## config.mk

```make
export PLATFORM = sky130hd
export DESIGN_NAME = xio_bus_ctrl
export DESIGN_NICKNAME = d
export VERILOG_FILES = /design/src/rtl/xio_pkg.sv /design/src/rtl/xio_wait_sync.sv /design/src/rtl/xio_lane_map.sv /design/src/rtl/xio_seq.sv /design/src/rtl/xio_bus_ctrl.sv
export SDC_FILE = /design/constraint.sdc
export NUM_CORES = 1
export LEC_CHECK = 0
export BUFFER_PORTS_ARGS = -buffer_cell sky130_fd_sc_hd__buf_2
export CELL_PAD_IN_SITES_DETAIL_PLACEMENT = 1
export CELL_PAD_IN_SITES_GLOBAL_PLACEMENT = 2
export CORE_ASPECT_RATIO = 0.7
export CORE_MARGIN = 5
export CORE_UTILIZATION = 31
export DETAILED_ROUTE_END_ITERATION = 8
export PLACE_DENSITY_LB_ADDON = 0.1
export RECOVER_POWER = 50
export SETUP_SLACK_MARGIN = 0.02
export SLEW_MARGIN = 40
export SYNTH_ARGS = -nofsm -noshare
export SYNTH_HDL_FRONTEND = slang
export SYNTH_HIERARCHICAL = 1
export SYNTH_SLANG_ARGS = --single-unit
```

## constraint.sdc

```tcl
create_clock -name clk -period 2.7 [get_ports clk]
set_input_delay 0.405 -clock clk [delete_from_list [all_inputs] [get_ports clk]]
set_output_delay 0.405 -clock clk [all_outputs]
set_load 0.005 [all_outputs]
```

## src/rtl/xio_pkg.sv

```systemverilog
`timescale 1ns/1ps
package xio_pkg;
  typedef enum logic [1:0] {
    XS_IDLE   = 2'd0,
    XS_SETUP  = 2'd1,
    XS_STROBE = 2'd2,
    XS_HOLD   = 2'd3
  } xio_state_e;
endpackage

```

## src/rtl/xio_wait_sync.sv

```systemverilog
`timescale 1ns/1ps
// Two-stage synchroniser per bank for the asynchronous wait inputs.
module xio_wait_sync #(
  parameter int N_BANK = 2
) (
  input  logic              clk,
  input  logic              rst,
  input  logic [N_BANK-1:0] wait_n_i,
  output logic [N_BANK-1:0] wait_n_o
);
  genvar g;
  generate
    for (g = 0; g < N_BANK; g++) begin : g_bank
      logic s1, s2;
      always_ff @(posedge clk or posedge rst) begin
        if (rst) begin
          s1 <= 1'b1;
          s2 <= 1'b1;
        end else begin
          s1 <= wait_n_i[g];
          s2 <= s1;
        end
      end
      assign wait_n_o[g] = s2;
    end
  endgenerate
endmodule

```

## src/rtl/xio_lane_map.sv

```systemverilog
`timescale 1ns/1ps
// Byte-lane steering for writes and lane selection for reads.
module xio_lane_map #(
  parameter int DW = 16
) (
  input  logic          bank16,
  input  logic          wide,
  input  logic          addr_lsb,
  input  logic          upper_half,
  input  logic [DW-1:0] wdata,
  input  logic [DW-1:0] rd_bus,
  output logic [1:0]    bs_n,
  output logic [DW-1:0] data_o,
  output logic [DW/2-1:0] rd_byte
);
  localparam int BW = DW / 2;

  logic [BW-1:0] byte_sel;

  always_comb begin
    byte_sel = upper_half ? wdata[DW-1:BW] : wdata[BW-1:0];
    if (bank16 && wide) begin
      bs_n   = 2'b00;
      data_o = wdata;
    end else if (bank16) begin
      bs_n   = addr_lsb ? 2'b01 : 2'b10;
      data_o = {byte_sel, byte_sel};
    end else begin
      bs_n   = 2'b10;
      data_o = {byte_sel, byte_sel};
    end
    rd_byte = (bank16 && addr_lsb) ? rd_bus[DW-1:BW] : rd_bus[BW-1:0];
  end
endmodule

```

## src/rtl/xio_seq.sv

```systemverilog
`timescale 1ns/1ps
// Access sequencer: setup, strobe (with wait stretch), hold, optional second byte.
module xio_seq
  import xio_pkg::*;
#(
  parameter int N_BANK = 2,
  parameter int BANK_W = 1,
  parameter int AW     = 22,
  parameter int DW     = 16,
  parameter int CW     = 4
) (
  input  logic              clk,
  input  logic              rst,
  input  logic              req_valid,
  input  logic              req_write,
  input  logic [BANK_W-1:0] req_bank,
  input  logic              req_wide,
  input  logic [AW-1:0]     req_addr,
  input  logic [DW-1:0]     req_wdata,
  input  logic [N_BANK-1:0] cfg_bank16,
  input  logic [CW-1:0]     cfg_setup,
  input  logic [CW-1:0]     cfg_rd_width,
  input  logic [CW-1:0]     cfg_wr_width,
  input  logic [CW-1:0]     cfg_data_off,
  input  logic [N_BANK-1:0] wait_n_s,
  input  logic [DW-1:0]     rd_bus,
  input  logic [DW/2-1:0]   rd_byte,
  output logic              req_ready,
  output logic              busy,
  output logic              strobe_on,
  output logic              cur_write,
  output logic [BANK_W-1:0] cur_bank,
  output logic              cur_bank16,
  output logic              cur_wide,
  output logic              cur_half,
  output logic [AW-1:0]     cur_addr,
  output logic [DW-1:0]     cur_wdata,
  output logic              rsp_valid,
  output logic [DW-1:0]     rsp_rdata
);
  localparam int BW = DW / 2;

  xio_state_e        st;
  logic [CW-1:0]     cnt;
  logic [CW-1:0]     q_setup, q_strobe, q_doff;

  always_ff @(posedge clk or posedge rst) begin
    if (rst) begin
      st         <= XS_IDLE;
      cnt        <= '0;
      q_setup    <= '0;
      q_strobe   <= '0;
      q_doff     <= '0;
      cur_write  <= 1'b0;
      cur_bank   <= '0;
      cur_bank16 <= 1'b0;
      cur_wide   <= 1'b0;
      cur_half   <= 1'b0;
      cur_addr   <= '0;
      cur_wdata  <= '0;
      rsp_valid  <= 1'b0;
      rsp_rdata  <= '0;
    end else begin
      rsp_valid <= 1'b0;
      unique case (st)
        XS_IDLE: begin
          if (req_valid) begin
            cur_write  <= req_write;
            cur_bank   <= req_bank;
            cur_bank16 <= cfg_bank16[req_bank];
            cur_wide   <= req_wide;
            cur_half   <= 1'b0;
            cur_addr   <= req_addr;
            cur_wdata  <= req_wdata;
            q_setup    <= cfg_setup;
            q_strobe   <= req_write ? cfg_wr_width : cfg_rd_width;
            q_doff     <= cfg_data_off;
            cnt        <= cfg_setup;
            rsp_rdata  <= '0;
            st         <= XS_SETUP;
          end
        end
        XS_SETUP: begin
          if (cnt == '0) begin
            cnt <= q_strobe;
            st  <= XS_STROBE;
          end else begin
            cnt <= cnt - 1'b1;
          end
        end
        XS_STROBE: begin
          if (cnt != '0) begin
            cnt <= cnt - 1'b1;
          end else if (wait_n_s[cur_bank]) begin
            cnt <= q_doff;
            st  <= XS_HOLD;
            if (!cur_write) begin
              if (cur_bank16 && cur_wide) rsp_rdata <= rd_bus;
              else if (cur_half)          rsp_rdata[DW-1:BW] <= rd_byte;
              else                        rsp_rdata <= {{BW{1'b0}}, rd_byte};
            end
          end
        end
        XS_HOLD: begin
          if (cnt != '0) begin
            cnt <= cnt - 1'b1;
          end else if (cur_wide && !cur_bank16 && !cur_half) begin
            cur_half <= 1'b1;
            cur_addr <= cur_addr + 1'b1;
            cnt      <= q_setup;
            st       <= XS_SETUP;
          end else begin
            rsp_valid <= 1'b1;
            st        <= XS_IDLE;
          end
        end
        default: st <= XS_IDLE;
      endcase
    end
  end

  assign req_ready = (st == XS_IDLE);
  assign busy      = (st != XS_IDLE);
  assign strobe_on = (st == XS_STROBE);

  // The completion pulse lasts exactly one cycle.
  AST_DONE_SINGLE: assert property (@(posedge clk) disable iff (rst)
    rsp_valid |=> !rsp_valid);
  // The second byte cycle always goes one address above the first.
  AST_HALF_ADDR_STEP: assert property (@(posedge clk) disable iff (rst)
    $rose(cur_half) |-> cur_addr == $past(cur_addr) + 1'b1);
endmodule

```

## src/rtl/xio_bus_ctrl.sv

```systemverilog
`timescale 1ns/1ps
// Top: external peripheral bus sequencer for two banks.
module xio_bus_ctrl #(
  parameter int  N_BANK = 2,
  parameter int  AW     = 22,
  parameter int  DW     = 16,
  parameter int  CW     = 4,
  localparam int BANK_W = (N_BANK > 1) ? $clog2(N_BANK) : 1
) (
  input  logic              clk,
  input  logic              rst,
  input  logic              req_valid,
  output logic              req_ready,
  input  logic              req_write,
  input  logic [BANK_W-1:0] req_bank,
  input  logic              req_wide,
  input  logic [AW-1:0]     req_addr,
  input  logic [DW-1:0]     req_wdata,
  input  logic [N_BANK-1:0] cfg_bank16,
  input  logic [CW-1:0]     cfg_setup,
  input  logic [CW-1:0]     cfg_rd_width,
  input  logic [CW-1:0]     cfg_wr_width,
  input  logic [CW-1:0]     cfg_data_off,
  output logic              rsp_valid,
  output logic [DW-1:0]     rsp_rdata,
  output logic [N_BANK-1:0] io_cs_n,
  output logic [AW-1:0]     io_addr,
  output logic [1:0]        io_bs_n,
  output logic              io_re_n,
  output logic              io_we_n,
  output logic [DW-1:0]     io_data_o,
  output logic              io_data_oe,
  input  logic [DW-1:0]     io_data_i,
  input  logic [N_BANK-1:0] io_wait_n
);
  logic [N_BANK-1:0] wait_n_s;
  logic              busy, strobe_on, cur_write, cur_bank16, cur_wide, cur_half;
  logic [BANK_W-1:0] cur_bank;
  logic [AW-1:0]     cur_addr;
  logic [DW-1:0]     cur_wdata;
  logic [DW/2-1:0]   rd_byte;
  logic [1:0]        lane_bs_n;

  xio_wait_sync #(.N_BANK(N_BANK)) u_sync (
    .clk      (clk),
    .rst      (rst),
    .wait_n_i (io_wait_n),
    .wait_n_o (wait_n_s)
  );

  xio_seq #(
    .N_BANK(N_BANK), .BANK_W(BANK_W), .AW(AW), .DW(DW), .CW(CW)
  ) u_seq (
    .clk          (clk),
    .rst          (rst),
    .req_valid    (req_valid),
    .req_write    (req_write),
    .req_bank     (req_bank),
    .req_wide     (req_wide),
    .req_addr     (req_addr),
    .req_wdata    (req_wdata),
    .cfg_bank16   (cfg_bank16),
    .cfg_setup    (cfg_setup),
    .cfg_rd_width (cfg_rd_width),
    .cfg_wr_width (cfg_wr_width),
    .cfg_data_off (cfg_data_off),
    .wait_n_s     (wait_n_s),
    .rd_bus       (io_data_i),
    .rd_byte      (rd_byte),
    .req_ready    (req_ready),
    .busy         (busy),
    .strobe_on    (strobe_on),
    .cur_write    (cur_write),
    .cur_bank     (cur_bank),
    .cur_bank16   (cur_bank16),
    .cur_wide     (cur_wide),
    .cur_half     (cur_half),
    .cur_addr     (cur_addr),
    .cur_wdata    (cur_wdata),
    .rsp_valid    (rsp_valid),
    .rsp_rdata    (rsp_rdata)
  );

  xio_lane_map #(.DW(DW)) u_lanes (
    .bank16     (cur_bank16),
    .wide       (cur_wide),
    .addr_lsb   (cur_addr[0]),
    .upper_half (cur_half),
    .wdata      (cur_wdata),
    .rd_bus     (io_data_i),
    .bs_n       (lane_bs_n),
    .data_o     (io_data_o),
    .rd_byte    (rd_byte)
  );

  genvar g;
  generate
    for (g = 0; g < N_BANK; g++) begin : g_cs
      assign io_cs_n[g] = !(busy && (cur_bank == BANK_W'(g)));
    end
  endgenerate

  assign io_addr    = cur_addr;
  assign io_bs_n    = busy ? lane_bs_n : 2'b11;
  assign io_re_n    = !(strobe_on && !cur_write);
  assign io_we_n    = !(strobe_on && cur_write);
  assign io_data_oe = busy && cur_write;

  AST_ONE_CS: assert property (@(posedge clk) disable iff (rst)
    $onehot0(~io_cs_n));
  AST_NO_DUAL_STROBE: assert property (@(posedge clk) disable iff (rst)
    !(!io_re_n && !io_we_n));
  AST_STROBE_UNDER_CS: assert property (@(posedge clk) disable iff (rst)
    (!io_re_n || !io_we_n) |-> !(&io_cs_n));
  AST_HOLD_AFTER_STROBE: assert property (@(posedge clk) disable iff (rst)
    ($rose(io_re_n) || $rose(io_we_n)) |-> (!(&io_cs_n) && $stable(io_addr)));
  AST_ADDR_STEADY: assert property (@(posedge clk) disable iff (rst)
    ((!io_re_n || !io_we_n) && $past(!io_re_n || !io_we_n))
      |-> ($stable(io_addr) && $stable(io_bs_n)));
  AST_WRITE_DRIVES: assert property (@(posedge clk) disable iff (rst)
    !io_we_n |-> io_data_oe);
  AST_READY_IDLE: assert property (@(posedge clk) disable iff (rst)
    req_ready |-> (&io_cs_n && io_re_n && io_we_n));
endmodule

```

[After elaboration in Yosys (flattened, before gate mapping)]
Cells that the tools add are included.
W data, S select, Z words.
Cells by class
  muxes and demuxes: 45
  reduce and logical (&&, ||, !) cells: 28
  bitwise operators: 1
  add/sub/neg operators: 2
  equal/unequal tests: 13
  $lt $le $gt $ge: 2
Operator list (count)
  $mux W16: 6
  $mux W22: 3
  $pmux W22 S2: 1
  $mux W8: 4
  $pmux W16 S2: 1
  $mux W4: 7
  $add A22 B1 Y22 const B: 1
  $mux W2: 9
  $pmux W4 S4: 1
  $mux W1: 11
  $reduce_and A5 Y1: 2
  $logic_and A1 B1 Y1: 9
  $ne A2 B2 Y1 const B: 4
  $pmux W2 S4: 1
  $logic_not A1 Y1: 7
  $ne A2 B1 Y1 const B: 3
  $ne A3 B1 Y1 const B: 2
  $reduce_and A6 Y1: 1
  $reduce_bool A2 Y1: 3
  $eq A2 B2 Y1 const B: 2
  $logic_not A4 Y1: 1
  $lt A1 B2 Y1 const B: 2
  $reduce_and A4 Y1: 1
  $reduce_bool A4 Y1: 1
  other kinds (8): 8
Storage, ports and cells
  output and inout port bits: 63
  logic and storage cells: 110
  bits in registers: 82

[Logic depth before layout (Yosys ltp)]
  depth after elaboration: 8
  depth in mapped cells: 9

[Modules after synthesis]
The synthesis kept the hierarchy.
By module, submodules not included
  xio_seq: cells each 451, area an instance 4276.6 um^2, instances 1
  xio_lane_map: cells each 29, area an instance 325.3 um^2, instances 1
  xio_wait_sync: cells each 7, area an instance 123.9 um^2, instances 1
  xio_bus_ctrl: cells each 7, area an instance 38.8 um^2, instances 1

[Worst setup path after synthesis]
No wires, ideal clock.
  kind: reg2reg
  start point: reg u_seq.cnt[0]
  end point: reg u_seq.rsp_rdata[0]
  cell stages (with the launch flop): 9
  path buffers: 1
  path slack: 0.670 ns
  setup time: 0.128 ns
  period minus slack after synthesis: 2.030 ns
  data arrival time: 1.902 ns
  data required time: 2.572 ns
  path through: dfrtp_1 > inv_1 > ha_1 > or3b_4 > buf_6 > a211o_1 > nand2_2 > nand2_4 > mux2_1
On the way
  word-level cells in the longest chain between the ends: 3
RTL lines
  start: declaration: line xio_seq.sv:44  | logic [CW-1:0] cnt;
  start signal: assignment: line xio_seq.sv:78  | cnt <= cfg_setup;
  start signal: assignment: line xio_seq.sv:85  | cnt <= q_strobe;
  start signal: assignment: line xio_seq.sv:88  | cnt <= cnt - 1'b1;
  $reduce_bool A4 Y1: line xio_seq.sv:92  | if (cnt != '0) begin
  $ne A2 B2 Y1 (no source line)
  $reduce_and A6 Y1 (no source line)
  end signal: assignment: line xio_seq.sv:98  | if (cur_bank16 && cur_wide) rsp_rdata <= rd_bus;
  end signal: indexed assignment: line xio_seq.sv:99  | else if (cur_half) rsp_rdata[DW-1:BW] <= rd_byte;
  end signal: assignment: line xio_seq.sv:100  | else rsp_rdata <= {{BW{1'b0}}, rd_byte};
  end: declaration: line xio_seq.sv:39  | output logic [DW-1:0] rsp_rdata
No other way between the ends.
A chain may end at the register's enable or synchronous reset.

[Final worst setup path]
  start point: reg u_seq.cnt[0]
  end point: reg u_seq.cur_addr[2]
On the way
  word-level cells in the longest chain between the ends: 3
RTL lines
  $reduce_bool A4 Y1: line xio_seq.sv:105  | if (cnt != '0) begin
  $ne A2 B2 Y1 (no source line)
  $reduce_and A4 Y1 (no source line)
  end signal: assignment: line xio_seq.sv:73  | cur_addr <= req_addr;
  end signal: assignment: line xio_seq.sv:109  | cur_addr <= cur_addr + 1'b1;
  end: declaration: line xio_seq.sv:36  | output logic [AW-1:0] cur_addr,
No other way between the ends.

==> results.cfg <==
[synthesis]
ys_async_sr_fraction = 1.000
ys.flop_type = dfrtp_1
yosysSeqAreaShare = 0.4317
syn_nets = 581
synth.distinct_cells = 57
syn_area_per_cell_sq_um = 9.645
synth_warnings = 6
synth_seq_cells = 82
synth_edf_count = 0
synth_cells = 494
syn-cell-area_sq_um = 4765

[detailed_routing]
drt_iter0_drc = 170
wl_met3_um = 800
drtAntennaViolNets = 0
vias = 4249
dr_wl_met2_mm = 6.608
drc = 0
wl_per_cell_um = 18.57
viasPerCell = 5.107
dr.pass1.iters = 4
wirelength_mm = 15.45
drt-met1-wl_mm = 7.892
top_layer_used = met4

[hold_path]
hold_class = in -> async

[cts]
postCtsSetupRepairBufs = 0
cts_htree_levels = 3
clockBufferDepth = 2
cts-root-buf = clkbuf_16
cts.repair.resized = 0
tritoncts = done
cts.sinks = 82
ctsHoldBuffers = 0
cts.clk_slew.worst_paths_ns = 0.07
clk_latency_ns = 0.34
cts_buffers = 9

[final_layout]
n_antenna_cell = 0
final.fill_count = 1760
layout_commonest_cell = buf_2
area_delta_synth_final_pct = 27.10
instances_no_fill = 832
final_cell_mix = buf_2 (126), dfrtp_1 (78), nand2_1 (60)
nets = 719
drive_above_1_share = 0.3642

[status]
outcome = complete, no violations

[timing]
fin_skew_ns = 0.007995
fmax_mhz = 438.3
setup_viol = 0
rsz0062_at_grt = false
layout_min_cycle_time_ns = 2.281
worst_slew_pin_slew_ns = 1.185
hold_viol = 0
maxSlewViolCount = 0
relSlewSlack = 0.2054
fin_crit_sh = 0.8449
fin_tns_setup_ns = 0

[critical_path]
end_kind = flop
r2r-start = u_seq/cnt[0]$_DFFE_PP0P_
startpoint = u_seq/cnt[0]$_DFFE_PP0P_
worst_ep_arrival_time_ns = 2.55
required_ns = 2.97
crit_type = reg -> reg
cp-start-kind = flop
worstPathMaxFanout = 23

[global_route]
grt_pass1_vias = 4498
grt_max_degree = 57
grt_pass1_wl_mm = 24.81
antenna_found_initial = 0
grt_usage = 0.1741
grt-ovfl-total = 0

[floorplan]
die-area_sq_um = 17990
floorplan.initialDensity = 0.3206
fp.dieW_um = 158.2
io_pins = 143
die_h_um = 113.7
coreArea_sq_um = 14860
rows = 37

[placed_design]
gp_congestion = 0.7999
dp.cells = 816
dp_hpwl_mm = 11.61
io_buffer_count = 142

[power]
totalPowerFinal_mw = 7.610
power_density_nw_per_um2 = 1257
leakagePower_nw = 2.745
ir_worst_vdd_uv = 480.9

[job]
maxCapViolCount = 0
## power by group
part | total [mW] | switching (mW) | internal [mW]
Combinational | 3.77 | 2.03 | 1.74
Clock | 1.48 | 0.518 | 0.961
Sequential | 2.36 | 0.571 | 1.79
Total | 7.61 | 3.12 | 4.49
## stage by stage
stage               area [sq um]  utilization  hold slack [ns]  setup slack [ns]
detailed placement          5715       0.3846           0.3487            0.4154
floorplan                   4765            -           0.3452            0.3000
finish                      6056       0.4075           0.1333            0.4187
global route                6056       0.4075           0.1425            0.1883
global placement            5715       0.3846           0.3463            0.5752
CTS                         6076       0.4089          0.06476            0.3663
## worst max-delay path, cell delays in order (launching register included)
cell,delay (ns)
dfrtp_1,0.41
inv_1,0.12
ha_1,0.20
or3b_4,0.52
nor2_1,0.29
o21a_1,0.18
buf_4,0.25
nand4b_1,0.14
nand3_1,0.10
## cell type report
cell class	instances	area, sq um	area share
Multi-Input combinational cell	368	2525	0.4169
Sequential cell	82	2057	0.3397
Timing Repair Buffer	157	815.8	0.1347
Clock buffer	11	252.7	0.04174
Tap cell	195	244.0	0.04029
Clock inverter	5	107.6	0.01777
Inverter	14	53.80	0.008884
## state kept, by name, summed over array words and instances (netlist names), 2 cells and up
signal and flops:
u_seq/q_setup 4, u_seq/cur_addr 22, u_seq/rsp_rdata 16, u_seq/st 2
u_seq/q_strobe 4, u_sync/g_bank.s1 2, u_seq/cnt 4, u_sync/g_bank.s2 2
u_seq/q_doff 4, u_seq/cur_wdata 16
## final timing paths
check	depth (start not counted)	slack [ns]	to
max reg2reg	8	0.42	u_seq/cur_addr[2]$_DFFE_PP0P_
max in group asynchronous	3	1.59	u_seq/rsp_rdata[7]$_DFFE_PP0P_
min reg2reg	0	0.36	u_sync/g_bank[1].s2$_DFF_PP1_
min in group clk	1	0.16	u_sync/g_bank[0].s1$_DFF_PP1_
max	8	0.42	u_seq/cur_addr[2]$_DFFE_PP0P_
min	2	0.13	u_sync/g_bank[0].s1$_DFF_PP1_
## cell families (layout without fill, tap and decap cells)
group | Yosys count | in the layout | synth area share
XOR/XNOR | 1 | 1 | 0.001839
multiplexers | 77 | 77 | 0.1794
adder cells (fa/ha/maj) | 7 | 7 | 0.01838
flip-flops | 82 | 82 | 0.4317
buffers and inverters | 44 | 187 | 0.03939
AND/OR/NAND/NOR | 151 | 151 | 0.1549
AO/OA/AOI/OAI | 132 | 132 | 0.1744
## cell usage after synthesis, types with 2 or more instances
library cell  number  share of area
nand2_4            2         0.0047
clkbuf_1          22          0.017
nor3_1             7         0.0074
dfrtp_1           78           0.41
o21ai_0           37          0.039
a21boi_0          16          0.025
buf_2              2         0.0021
mux2_2            59           0.14
o31ai_1            3         0.0047
mux2i_1           10          0.021
ha_1               7          0.018
nor3b_1            3         0.0047
inv_1             13          0.010
o21a_1             3         0.0047
nand2_1           61          0.048
dfstp_2            4          0.022
nand3_1           22          0.023
buf_4              3         0.0047
mux2_1             8          0.019
a21o_1             3         0.0047
nor2_1            18          0.014
and2_1             2         0.0026
a31oi_1            6         0.0079
a2bb2oi_1          2         0.0037
nand2b_1           4         0.0053
o311a_1            2         0.0042
and3_1             9          0.012
o22ai_1           13          0.017
nand4_1           13          0.017
a21oi_1           35          0.037
## per-layer routing
| metal | up-vias | global-route usage |
|---|---|---|
| li1 | 2071 | - |
| met1 | 2063 | 0.2641 |
| met2 | 102 | 0.2522 |
| met3 | 13 | 0.04020 |
| met4 | 0 | 0.03580 |
| met5 | - | 0 |
No activity file was read; power rests on OpenSTA's default activity.
